## config.mk

```make
export PLATFORM = sky130hd
export DESIGN_NAME = secded_ecc_unit
export DESIGN_NICKNAME = d
export VERILOG_FILES = /design/src/rtl/secded_pkg.sv /design/src/rtl/secded_parity_gen.sv /design/src/rtl/secded_syndrome_decode.sv /design/src/rtl/secded_ecc_unit.sv
export SDC_FILE = /design/constraint.sdc
export NUM_CORES = 1
export LEC_CHECK = 0
export BUFFER_PORTS_ARGS = -buffer_cell sky130_fd_sc_hd__clkbuf_2
export CAP_MARGIN = 0
export CORE_ASPECT_RATIO = 0.5
export CORE_UTILIZATION = 48
export CTS_CLUSTER_SIZE = 28
export DETAILED_ROUTE_END_ITERATION = 10
export GPL_ROUTABILITY_DRIVEN = 1
export PLACE_DENSITY = 0.76
export SETUP_SLACK_MARGIN = 0.5
export SYNTH_ARGS = -nofsm -noshare
export SYNTH_HDL_FRONTEND = slang
export SYNTH_SLANG_ARGS = --single-unit
```

## constraint.sdc

```tcl
create_clock -name clk -period 5.15 [get_ports clk]
set_input_delay 0.515 -clock clk [delete_from_list [all_inputs] [get_ports clk]]
set_output_delay 0.515 -clock clk [all_outputs]
set_load 0.01 [all_outputs]
```

## src/rtl/secded_pkg.sv

```systemverilog
// Package: shared widths and the parity-check column code.
// Assumes an 8-bit check byte, which leaves room for 112 odd-weight columns
// of weight 3 or 5, more than the 64 that the data word needs.
package secded_pkg;

    localparam int DATA_W  = 64;
    localparam int CHK_W   = 8;
    localparam logic [CHK_W-1:0] INV_MASK  = 8'h0C;
    localparam logic [CHK_W-1:0] BIT0_COL  = 8'hE3;

    // Count the set bits in a check-width value.
    function automatic int weight_of(input logic [CHK_W-1:0] v);
        int n;
        n = 0;
        for (int b = 0; b < CHK_W; b++) n += int'(v[b]);
        return n;
    endfunction

    // Column code of data bit idx. Bit 0 takes a fixed code; the rest walk
    // the weight-3/5 values in ascending order and skip that fixed code.
    function automatic logic [CHK_W-1:0] col_code(input int idx);
        int seen;
        logic [CHK_W-1:0] res;
        seen = 0;
        res  = '0;
        if (idx == 0) begin
            res = BIT0_COL;
        end else begin
            for (int v = 1; v < (1 << CHK_W); v++) begin
                if ((weight_of(CHK_W'(v)) == 3 || weight_of(CHK_W'(v)) == 5)
                    && CHK_W'(v) != BIT0_COL) begin
                    seen++;
                    if (seen == idx) res = CHK_W'(v);
                end
            end
        end
        return res;
    endfunction

endpackage

```

## src/rtl/secded_parity_gen.sv

```systemverilog
// Module: raw parity generator.
// Computes the XOR of the column codes of all set data bits, then applies
// the inversion mask. Purely combinational; one instance per path.
module secded_parity_gen
    import secded_pkg::*;
#(
    parameter int DW = DATA_W,
    parameter int CW = CHK_W,
    parameter logic [CW-1:0] INV = INV_MASK
) (
    input  logic [DW-1:0] data_in,
    output logic [CW-1:0] check_out
);

    logic [CW-1:0] contrib [DW];

    // One column contribution per data bit, zero when the bit is clear.
    for (genvar i = 0; i < DW; i++) begin : g_col
        localparam logic [CW-1:0] COLV = CW'(col_code(i));
        assign contrib[i] = data_in[i] ? COLV : '0;
    end

    // Fold all contributions and apply the fixed inversion.
    always_comb begin
        logic [CW-1:0] acc;
        acc = INV;
        for (int i = 0; i < DW; i++) acc ^= contrib[i];
        check_out = acc;
    end

endmodule

```

## src/rtl/secded_syndrome_decode.sv

```systemverilog
// Module: syndrome classifier.
// Maps a syndrome to a data flip mask and to single/double flags.
// Assumes columns are odd weight and distinct from the unit vectors, so
// a unit-vector syndrome always means a check-bit error.
module secded_syndrome_decode
    import secded_pkg::*;
#(
    parameter int DW = DATA_W,
    parameter int CW = CHK_W
) (
    input  logic [CW-1:0] syndrome,
    output logic [DW-1:0] flip_mask,
    output logic          is_single,
    output logic          is_double
);

    logic [DW-1:0] col_hit;
    logic          unit_hit;
    logic          nonzero;

    // Per-bit column compare; at most one can match.
    for (genvar i = 0; i < DW; i++) begin : g_hit
        localparam logic [CW-1:0] COLV = CW'(col_code(i));
        assign col_hit[i] = (syndrome == COLV);
    end

    // Check-bit error detection: exactly one syndrome bit set.
    always_comb begin
        unit_hit = $onehot(syndrome);
        nonzero  = |syndrome;
    end

    // Final classification and correction mask.
    always_comb begin
        flip_mask = col_hit;
        is_single = nonzero && ((|col_hit) || unit_hit);
        is_double = nonzero && !((|col_hit) || unit_hit);
    end

endmodule

```

## src/rtl/secded_ecc_unit.sv

```systemverilog
// Module: top of the ECC block.
// Write side: combinational check byte for wr_data.
// Read side: recompute, syndrome, classify, correct; result registered one
// cycle after rd_valid. Synchronous active-low reset clears all registers.
module secded_ecc_unit
    import secded_pkg::*;
(
    input  logic              clk,
    input  logic              rst_n,
    input  logic [DATA_W-1:0] wr_data,
    output logic [CHK_W-1:0]  enc_check,
    input  logic              rd_valid,
    input  logic [DATA_W-1:0] rd_data,
    input  logic [CHK_W-1:0]  rd_check,
    output logic              chk_valid,
    output logic [DATA_W-1:0] chk_data,
    output logic              chk_single,
    output logic              chk_double,
    output logic [CHK_W-1:0]  chk_syndrome
);

    logic [CHK_W-1:0]  rd_recalc;
    logic [CHK_W-1:0]  syn_c;
    logic [DATA_W-1:0] flip_c;
    logic              single_c;
    logic              double_c;

    secded_parity_gen #(.DW(DATA_W), .CW(CHK_W)) u_wr_gen (
        .data_in   (wr_data),
        .check_out (enc_check)
    );

    secded_parity_gen #(.DW(DATA_W), .CW(CHK_W)) u_rd_gen (
        .data_in   (rd_data),
        .check_out (rd_recalc)
    );

    // Syndrome: stored byte against recomputed byte; inversion cancels.
    always_comb syn_c = rd_check ^ rd_recalc;

    secded_syndrome_decode #(.DW(DATA_W), .CW(CHK_W)) u_dec (
        .syndrome  (syn_c),
        .flip_mask (flip_c),
        .is_single (single_c),
        .is_double (double_c)
    );

    // Result register: loads on a read strobe, flags gated by the strobe.
    always_ff @(posedge clk) begin
        if (!rst_n) begin
            chk_valid    <= 1'b0;
            chk_data     <= '0;
            chk_single   <= 1'b0;
            chk_double   <= 1'b0;
            chk_syndrome <= '0;
        end else begin
            chk_valid  <= rd_valid;
            chk_single <= rd_valid & single_c;
            chk_double <= rd_valid & double_c;
            if (rd_valid) begin
                chk_data     <= rd_data ^ flip_c;
                chk_syndrome <= syn_c;
            end
        end
    end

endmodule

```

* Word-level counts from Yosys, hierarchy flattened
Cells that the tools add are included.
** Storage, ports and cells
- Register bits after elaboration :: 75
- Bits of input ports :: 139
- Output and inout port bits :: 83
** Cells by class
- Equal/unequal tests :: 65
- Multiplexer cells :: 128
- Add/subtract/negate cells :: 7
- Bitwise gates (word level) :: 132
- Reduce and logical (&&, ||, !) cells :: 6
** Operators with widths (number)
- $xor A8 B8 Y8 :: 127
- $mux W7 :: 60
- $eq A8 B7 Y1 const B :: 30
- $mux W6 :: 30
- $mux W8 :: 16
- $eq A8 B6 Y1 const B :: 15
- $mux W5 :: 14
- $eq A8 B8 Y1 const B :: 8
- $reduce_or A64 Y1 :: 1
- $xor A64 B64 Y64 :: 1
- $eq A8 B5 Y1 const B :: 7
- $eq A8 B4 Y1 const B :: 3
- $mux W4 :: 6
- $add A4 B4 Y4 :: 3
- $add A1 B1 Y2 :: 4
- $eq A8 B3 Y1 const B :: 1
- $reduce_or A8 Y1 :: 1
- $mux W3 :: 2
- $eq A4 B1 Y1 const B :: 1
- $not A2 Y2 :: 2
- $and A1 B1 Y1 :: 2
- $logic_and A1 B1 Y1 :: 2
- $logic_not A1 Y1 :: 1
- $logic_or A1 B1 Y1 :: 1

* Logic depth before layout (Yosys ltp)
Gate-level depths: netlist (run 1).
- Depth in word-level cells :: 74
- Depth in mapped cells :: 19
- Gate-level depth less buffers :: 19

* Hierarchy
Synthesis (run 1) repeated with hierarchy kept, for this count alone.
** Second synthesis, totals
- Cell total of the unflattened synthesis :: 731
- Area, all modules :: 7010.5 sq um
** Modules (own cells, without submodules)
- secded_ecc_unit :: sequential area each 1501.4 sq um, times used 1, cells an instance 326, area each 3037.9 sq um
- secded_parity_gen :: sequential area each 0.0 sq um, times used 2, cells an instance 103, area each 1375.1 sq um
- secded_syndrome_decode :: sequential area each 0.0 sq um, times used 1, cells an instance 199, area each 1222.4 sq um

* Worst setup path before layout (run 1)
No wires, ideal clock.
- Path kind :: input to register
- Start point :: input rd_data[37]
- End point :: register chk_single
- Data required time :: 5.036 ns
- Setup time :: 0.114 ns
- Slack :: 0.159 ns
- Stages on the path :: 17
- Data arrival time :: 4.878 ns
- Cells stage by stage :: xnor2_1 -> xnor2_2 -> xnor3_1 -> xnor3_2 -> or3_4 -> and2_1 -> fa_1 -> inv_1 -> fa_1 -> ha_1 -> fa_1 -> or4b_2 -> nand4_1 -> or3_1 -> nor4_1 -> o2111ai_1 -> nor2b_1
** On the way
- Cells in the longest elaborated chain, start to end :: 36
- Elaborated cells between the ends (all ways) :: 106
- Classes of those cells :: add/sub: 7; eq/ne: 65; mux: 1; bitwise: 29; reduce/logical: 4
** Ends and longest elaborated chain
- start: declaration :: line secded_ecc_unit.sv:13 : input logic [DATA_W-1:0] rd_data,
- $mux W7 * :: line secded_parity_gen.sv:20 : assign contrib[i] = data_in[i] ? COLV : '0;
- $xor A8 B8 Y8 * (27 in a row) :: line secded_parity_gen.sv:27 : for (int i = 0; i < DW; i++) acc ^= contrib[i];
- $xor A8 B8 Y8 * :: line secded_ecc_unit.sv:39 : always_comb syn_c = rd_check ^ rd_recalc;
- $add A1 B1 Y2 (not written as such) :: line secded_syndrome_decode.sv:29 : unit_hit = $onehot(syndrome);
- $add A4 B4 Y4 (not written as such) (2 in a row) :: line secded_syndrome_decode.sv:29
- $eq A4 B1 Y1 :: line secded_syndrome_decode.sv:29
- $logic_or A1 B1 Y1 :: line secded_syndrome_decode.sv:36 : is_single = nonzero && ((|col_hit) || unit_hit);
- $logic_and A1 B1 Y1 * :: line secded_syndrome_decode.sv:36
- $and A1 B1 Y1 * :: line secded_ecc_unit.sv:58 : chk_single <= rd_valid & single_c;
- end signal: assignment :: line secded_ecc_unit.sv:58
- end: declaration :: line secded_ecc_unit.sv:17 : output logic chk_single,
Every way passes the cells marked *; elsewhere a longest branch is shown, timed or not.
A chain may end at the register's enable or synchronous reset.

* Worst setup path after layout (run 1)
- Start point :: input rd_data[22]
- End point :: register chk_single
** On the way
- Cells in the longest elaborated chain, start to end :: 51
- Elaborated cells between the ends (all ways) :: 120
- Classes of those cells :: add/sub: 6; eq/ne: 65; mux: 1; bitwise: 44; reduce/logical: 4
** Ends and longest elaborated chain
- $mux W6 * :: line secded_parity_gen.sv:20
- $xor A8 B8 Y8 * (42 in a row) :: line secded_parity_gen.sv:27
- $xor A8 B8 Y8 * :: line secded_ecc_unit.sv:39
- named net syn_c[5] :: line secded_ecc_unit.sv:23 : logic [CHK_W-1:0] syn_c;
- $add A1 B1 Y2 (not written as such) :: line secded_syndrome_decode.sv:29
- $add A4 B4 Y4 (not written as such) (2 in a row) :: line secded_syndrome_decode.sv:29
- $eq A4 B1 Y1 :: line secded_syndrome_decode.sv:29
- $logic_or A1 B1 Y1 :: line secded_syndrome_decode.sv:36
- $logic_and A1 B1 Y1 * :: line secded_syndrome_decode.sv:36
- $and A1 B1 Y1 * :: line secded_ecc_unit.sv:58
Mark *: on every way through the listed nets, which the timed path passes. The rest lies on a longest branch.

==> flow_summary_export.csv, run 1 <==
group,metric,value,unit
status,status,"completed",
synthesis,synthCells,805,
timing,tns,0,ns
setup_path,crit_required,5.39,ns
timing,setup_viol,0,
synthesis,yosysSeqAreaShare,0.216,
die,die_area,15000,sq um
global_routing,grt_max_degree,88,
synthesis,syn-cell-area,6960,sq um
timing,hold-worst-slack,0.480,ns
power_and_ir_drop,power.density,756,nW/um^2
timing,timing.fmax,206,MHz
synthesis,ys_ff_latch,75,
global_routing,grt_pass1_wl,36.1,mm
synthesis,avgSynthCellArea,8.65,sq um
job,drv_cap,0,
die,start_util,0.503,
timing,maxSlewHeadroom,0.406,
synthesis,synthFlopType,"dfxtp_1",
drt,avgViaCountPerCell,5.56,
timing,fin_crit_sh,0.942,
die,floorplan.core_area,13900,sq um
setup_path,rr_worst_depth,2,
synthesis,synth_edf_count,0,
drt,drtIter0Drc,610,
die,die_h,87.2,microns
setup_path,crit_buf_inv,5,
timing,worst_pin_slew,0.891,ns
setup_path,worstPathArrival,5.09,ns
setup_path,cp-startpoint,"rd_data[22]",
drt,wl,23.7,mm
setup_path,cp-start-kind,"primary input",
timing,rsz0062_at_grt,"true",
synthesis,ys_types,44,
timing,finalCriticalPeriod,4.85,ns
power_and_ir_drop,cellLeakagePower,0.00431,uW
power_and_ir_drop,ir_drop,0.691,mV
placement,dp_hpwl,17.9,mm
cts,root_buffer,"clkbuf_16",
global_routing,met1_usage,0.408,
synthesis,synth_fp_nets,965,
setup_path,rrSetupSlack,4.45,ns
drt,wl_per_cell,18.8,microns
synthesis,async_flop_share,0,
timing,finalMaxSlewViolations,0,
cts,numCtsBuffers,9,
cts,h-tree-depth,3,
setup_path,cp_slowest_cell,"xnor3_1",
global_routing,grt_antenna_before_repair,0,
drt,drc_errors,0,
placement,routabilityCongestion,0.914,
cts,cts_sinks,75,
global_routing,grt_pass1_vias,6783,
setup_path,reg2reg_from,"chk_data[57]",
drt,ant_nets,0,
cts,tritoncts,"done",
placement,dpl-instance-area,8590,sq um
cts,path_clk_slew,0.06,ns
setup_path,crit_family,"adder cells",
timing,skew,0,ns
final_layout,fillers,1111,
synthesis,yosys_warnings,0,
setup_path,path_cells,"buf_4 -> xnor2_2 -> buf_4 -> xnor2_2 -> xnor2_1 -> xor2_1 -> xnor3_1 -> inv_2 -> ha_4 -> inv_2 -> fa_1 -> inv_2 -> fa_1 -> ha_2 -> fa_1 -> or4b_4 -> nand4_1 -> or3_1 -> nor4_2 -> o2111ai_1 -> nor2b_1",
cts,insertion_delay,0.34,ns
cts,cts.path.max_buffers,2,
final_layout,drive_above_1_share,0.359,
die,rows,30,
global_routing,gr-total-overflow,0,
final_layout,fin_area,9400,sq um
final_layout,syn_to_final_growth,35.1,%
global_routing,grt_use_total,0.319,
setup_path,crit_end,"chk_single",
cts,cts_hold_buffers,0,
die,ios,222,
setup_path,end_kind,"flop",
setup_path,crit_type,"in2reg",
final_layout,nets,1222,
global_routing,grtUsageMet3,0.0704,
timing,hold_viol_final,0,
global_routing,met2_usage,0.527,
setup_path,path_depth,21,
global_routing,busiest_layer,"met2",
placement,portBuffers,221,
die,die_w,172,microns
final_layout,antennaDiodeCount,0,
setup_path,worstPathMaxFanout,2,
drt,via_count,7001,
min_path,min_path_type,"reg2reg",
setup_path,worstReg2RegEnd,"chk_data[57]",
drt,drt-pass1-iter-count,6,
setup_path,max_stage_delay,0.51,ns
## kinds of logic after synthesis
logic type,after synthesis,share of synthesized area
xor gates and xnor gates,317,0.417
AOI/OAI and AO/OA,168,0.173
and+or+nand+nor,157,0.113
DFF,75,0.216
buffers and inverters,65,0.0363
adders and majority gates,21,0.0421
muxes,2,0.00288
## repair_timing
item | in CTS | in global routing
gates resized for setup | 48 | 16
endpoints found under the setup margin | 2 | 2
pin swaps | 29 | 15
setup buffers | 18 | 3
## state kept, by name, indices dropped and copies added, names as in the netlist
signal,cells
chk_syndrome,8
chk_single,1
chk_double,1
chk_data,64
chk_valid,1
## how the worst min path moves through the flow
| stage | from | to | slack, ns | cells past startpoint |
|---|---|---|---|---|
| floorplan | chk_data[10] | chk_data[10] | 0.52 | 1 |
| global placement | chk_data[19] | chk_data[19] | 0.46 | 1 |
| detailed placement | chk_data[19] | chk_data[19] | 0.47 | 1 |
| CTS | chk_data[19] | chk_data[19] | 0.48 | 1 |
| global route | chk_data[43] | chk_data[43] | 0.50 | 1 |
| finish | chk_data[19] | chk_data[19] | 0.48 | 1 |
## layer usage
| metal | share of wire | vias up |
|---|---|---|
| met5 | 0 | - |
| met4 | 0.030 | 0 |
| met3 | 0.090 | 74 |
| met2 | 0.46 | 383 |
| met1 | 0.42 | 3298 |
| li1 | - | 3246 |
## synthesized netlist by cell type, types with 3 or more instances
cell type,instances,area [sq um]
nand4_1,4,25.0
xor2_1,79,692
or3_1,27,169
a21oi_1,29,145
o21bai_1,3,22.5
o21ai_0,57,285
a21oi_2,9,78.8
xnor2_1,228,2000
fa_1,4,80.1
nand3_1,50,250
xnor3_1,7,158
dfxtp_1,75,1500
nor2_1,4,15.0
ha_1,17,213
a22oi_1,3,22.5
clkbuf_1,46,173
inv_1,16,60.1
and2_1,6,37.5
nor2b_1,3,18.8
o211a_1,52,521
nand2_1,57,214
## where the power goes
group | total (uW) | switching (uW) | internal (uW)
Combinational | 5820 | 3270 | 2540
Sequential | 695 | 37.8 | 657
Clock | 595 | 267 | 328
Total | 7110 | 3580 | 3530
## stage by stage
| stage | instances | power [uW] | utilization | setup slack, ns |
|---|---|---|---|---|
| 2_1_floorplan | 805 | 4070 | - | 0.378 |
| 3_3_place_gp | 1222 | 5590 | 0.620 | 0.0122 |
| 3_5_place_dp | 1222 | 5750 | 0.620 | -0.121 |
| 4_1_cts | 1256 | 6740 | 0.671 | 0.452 |
| 5_1_grt | 1259 | 7560 | 0.679 | 0.151 |
| 6_report | 1259 | 7110 | 0.679 | 0.299 |
## worst reg2reg max path: cells and delay by family (launching register included)
kind | cells | cell delay [ns]
AOI/OAI and AO/OA | 2 | 0.24
DFF | 1 | 0.32
## final cells by class
class                      count  area (sq um)  share of cell area
inverter                      16          60.1             0.00639
tap                          192           240              0.0255
clock inverter                 5          38.8             0.00413
sequential                    75          1500               0.160
clock buffer                  11           233              0.0248
timing repair buffer         295          1710               0.181
multi-input combinational    665          5620               0.598
## cell usage in the layout, fill, tap and decap left out, types with 3 or more instances in the layout
master	Yosys	routed
and2_1	6	4
buf_4	0	76
nand3_1	50	50
xor2_1	79	69
inv_1	16	11
o21bai_1	3	3
clkbuf_16	0	9
a21oi_2	9	9
clkbuf_2	0	211
inv_2	0	5
xor2_2	0	9
o211a_1	52	52
xnor2_4	0	3
nor2b_1	3	3
clkbuf_4	0	5
a21oi_1	29	29
xnor2_1	228	195
xnor2_2	2	32
or3_1	27	27
ha_1	17	12
nand4_1	4	4
nor2_1	4	4
clkinvlp_4	0	4
dfxtp_1	75	75
fa_1	4	3
clkbuf_8	0	3
ha_2	0	3
xnor3_1	7	6
a22oi_1	3	3
nand2_1	57	57
o21ai_0	57	57
Power figures use the tool's default switching activity.
==> run 2: changes to the inputs <==
REMOVE_ABC_BUFFERS = 1   (was default)
==> run 2 against run 1 <==
Non-clock buffer count up 13. Count of clock-buffer cells in the layout rose by 1. Wire length fell by 0.20%. Clock skew did not move. Design area increased by 1.8%. Via count grew 0.73%. Critical path depth did not move. Combinational power is 4.8% lower. Cell count rose by 1.0%. Global-route usage shrank 1.8 points. Largest power group unchanged.
==> flow_summary_export.csv, run 2 (synthesized netlist as in run 1, its figures left out) <==
group,metric,value,unit
placement,dpl-instance-area,8660,sq um
cts,cts.path.max_buffers,2,
placement,routabilityCongestion,0.946,
setup_path,crit_family,"adder cells",
cts,root_buffer,"clkbuf_16",
global_routing,grt_antenna_before_repair,0,
timing,rsz0062_at_grt,"true",
die,die_w,172,microns
setup_path,crit_required,5.39,ns
power_and_ir_drop,seqPwrFrac,0.101,
drt,wl_per_cell,18.6,microns
timing,maxSlewHeadroom,0.503,
final_layout,nets,1235,
power_and_ir_drop,pwr-share-clk,0.094,
drt,drtIter0Drc,720,
placement,dp.cells,1242,
timing,fin_crit_sh,0.950,
global_routing,gr-total-overflow,0,
die,die_area,15000,sq um
timing,finalMaxSlewViolations,0,
final_layout,fin_area,9570,sq um
final_layout,fillers,1075,
job,drv_cap,0,
setup_path,crit_type,"in2reg",
power_and_ir_drop,power.density,719,nW/um^2
final_layout,multiInputGateArea,5620,sq um
final_layout,drive_above_1_share,0.359,
setup_path,worstPathMaxFanout,4,
cts,tritoncts,"done",
global_routing,grt_pass1_wl,34.3,mm
power_and_ir_drop,p_sw,3490,uW
cts,cts_hold_buffers,0,
drt,drt-pass1-iter-count,6,
drt,drc_errors,0,
final_layout,antennaDiodeCount,0,
cts,path_clk_slew,0.06,ns
global_routing,grt_pass1_vias,6650,
power_and_ir_drop,swShare,0.507,
timing,finalCriticalPeriod,4.89,ns
setup_path,crit_buf_inv,4,
timing,timing.fmax,204,MHz
die,start_util,0.503,
final_layout,regMostFlops,"chk_data",
final_layout,final_common_cell,"clkbuf_2",
die,ios,222,
setup_path,worstPathArrival,5.13,ns
drt,via_count,7052,
placement,portBuffers,221,
drt,wl,23.6,mm
power_and_ir_drop,cellLeakagePower,0.00441,uW
power_and_ir_drop,combinationalPowerShare,0.805,
setup_path,cp_slowest_cell,"fa_1",
cts,cts_sinks,75,
cts,insertion_delay,0.34,ns
final_layout,largest_register_ffs,64,
status,status,"completed",
placement,dp_slack,-0.343,ns
final_layout,layout_common_cells,"clkbuf_2, xnor2_1, buf_4",
power_and_ir_drop,ir_drop,0.622,mV
power_and_ir_drop,p_int,3390,uW
global_routing,grt_max_degree,84,
drt,avgViaCountPerCell,5.54,
timing,hold_viol_final,0,
timing,hold-worst-slack,0.478,ns
final_layout,ff_latch_area,1500,sq um
cts,numCtsBuffers,9,
die,rows,30,
timing,worst_pin_slew,0.745,ns
die,die_h,87.2,microns
global_routing,grt_use_total,0.301,
die,floorplan.core_area,13900,sq um
min_path,min_path_type,"reg2reg",
setup_path,end_kind,"flop",
drt,ant_nets,0,
setup_path,max_stage_delay,0.51,ns
setup_path,cp-start-kind,"primary input",
placement,dp_hpwl,17.7,mm
timing,setup_viol,0,
timing,fin_ws,0.255,ns
final_layout,reg_top3,"chk_data: 64 flops, chk_syndrome: 8 flops",
setup_path,cpMostUsedCell,"xnor2_1",
cts,h-tree-depth,3,
setup_path,path_cells,"clkbuf_2 -> buf_4 -> xnor2_1 -> xnor2_1 -> xnor2_1 -> xnor2_1 -> xnor2_2 -> xnor2_2 -> ha_4 -> inv_2 -> fa_1 -> inv_2 -> fa_1 -> ha_2 -> fa_1 -> or4b_4 -> nand4_1 -> or3_1 -> nor4_1 -> o2111ai_1 -> nor2b_1",
timing,skew,0,ns
final_layout,syn_to_final_growth,37.5,%
final_layout,fin_cells,1272,
## run 2: cell types whose count changed in the layout (fill, tap and decap cells not counted), sizes merged
cell,before,now
buf,76,97
clkbuf,230,223
clkinvlp,4,2
bufinv,0,1
clkinv,0,1
inv,17,16
## run 2: per-layer routing
metal / vias to the layer above / part of all wire / routed length, microns / GRT usage
met5: - / 0 / 0 / 0
met4: 0 / 0.029 / 687 / 0.0981
met3: 72 / 0.097 / 2300 / 0.0568
met2: 396 / 0.47 / 11200 / 0.512
met1: 3316 / 0.40 / 9470 / 0.385
li1: 3268 / - / - / -
## run 2: final cells by class
type,instances,area share
well taps,192,0.0251
inverters,16,0.00628
clock buffers,12,0.0258
multi-input cells,665,0.587
repair buffers,308,0.193
clock inverters,4,0.00523
flip-flops and latches,75,0.157
## run 2: path summary, 6_finish.rpt
check | to | slack (ns) | startpoint | cells after the start
setup / recovery | chk_single | 0.26 | rd_data[7] | 21
hold reg to reg | chk_data[54] | 0.48 | chk_data[54] | 1
setup reg to reg | chk_data[37] | 4.41 | chk_data[37] | 2
hold / removal | chk_data[54] | 0.48 | chk_data[54] | 1
## run 2: timing repair
action	4_1_cts	5_1_grt
setup buffers	7	7
resized for setup	41	56
pin swaps	20	23
endpoints found under the setup margin	2	2
## run 2: worst register-to-register path, cell delays in order (launching register included)
cell	delay, ns
dfxtp_1	0.31
o21ai_0	0.21
a21oi_1	0.07
## run 2: through the flow
stage | power (uW) | util | TNS (ns)
after CTS | 6490 | 0.670 | 0
after floorplan | 3820 | - | -0.193
after global placement | 5550 | 0.626 | -0.464
after global routing | 7260 | 0.691 | 0
final | 6880 | 0.691 | 0
after detailed placement | 5600 | 0.626 | -0.588
## run 2: power groups by stage
stage / Clock, uW / Sequential [uW] / Combinational [uW]
after global placement: 0 / 702 / 4850
final: 645 / 693 / 5540
after floorplan: 0 / 735 / 3090
after global routing: 669 / 702 / 5890
after CTS: 652 / 694 / 5150
after detailed placement: 0 / 706 / 4900
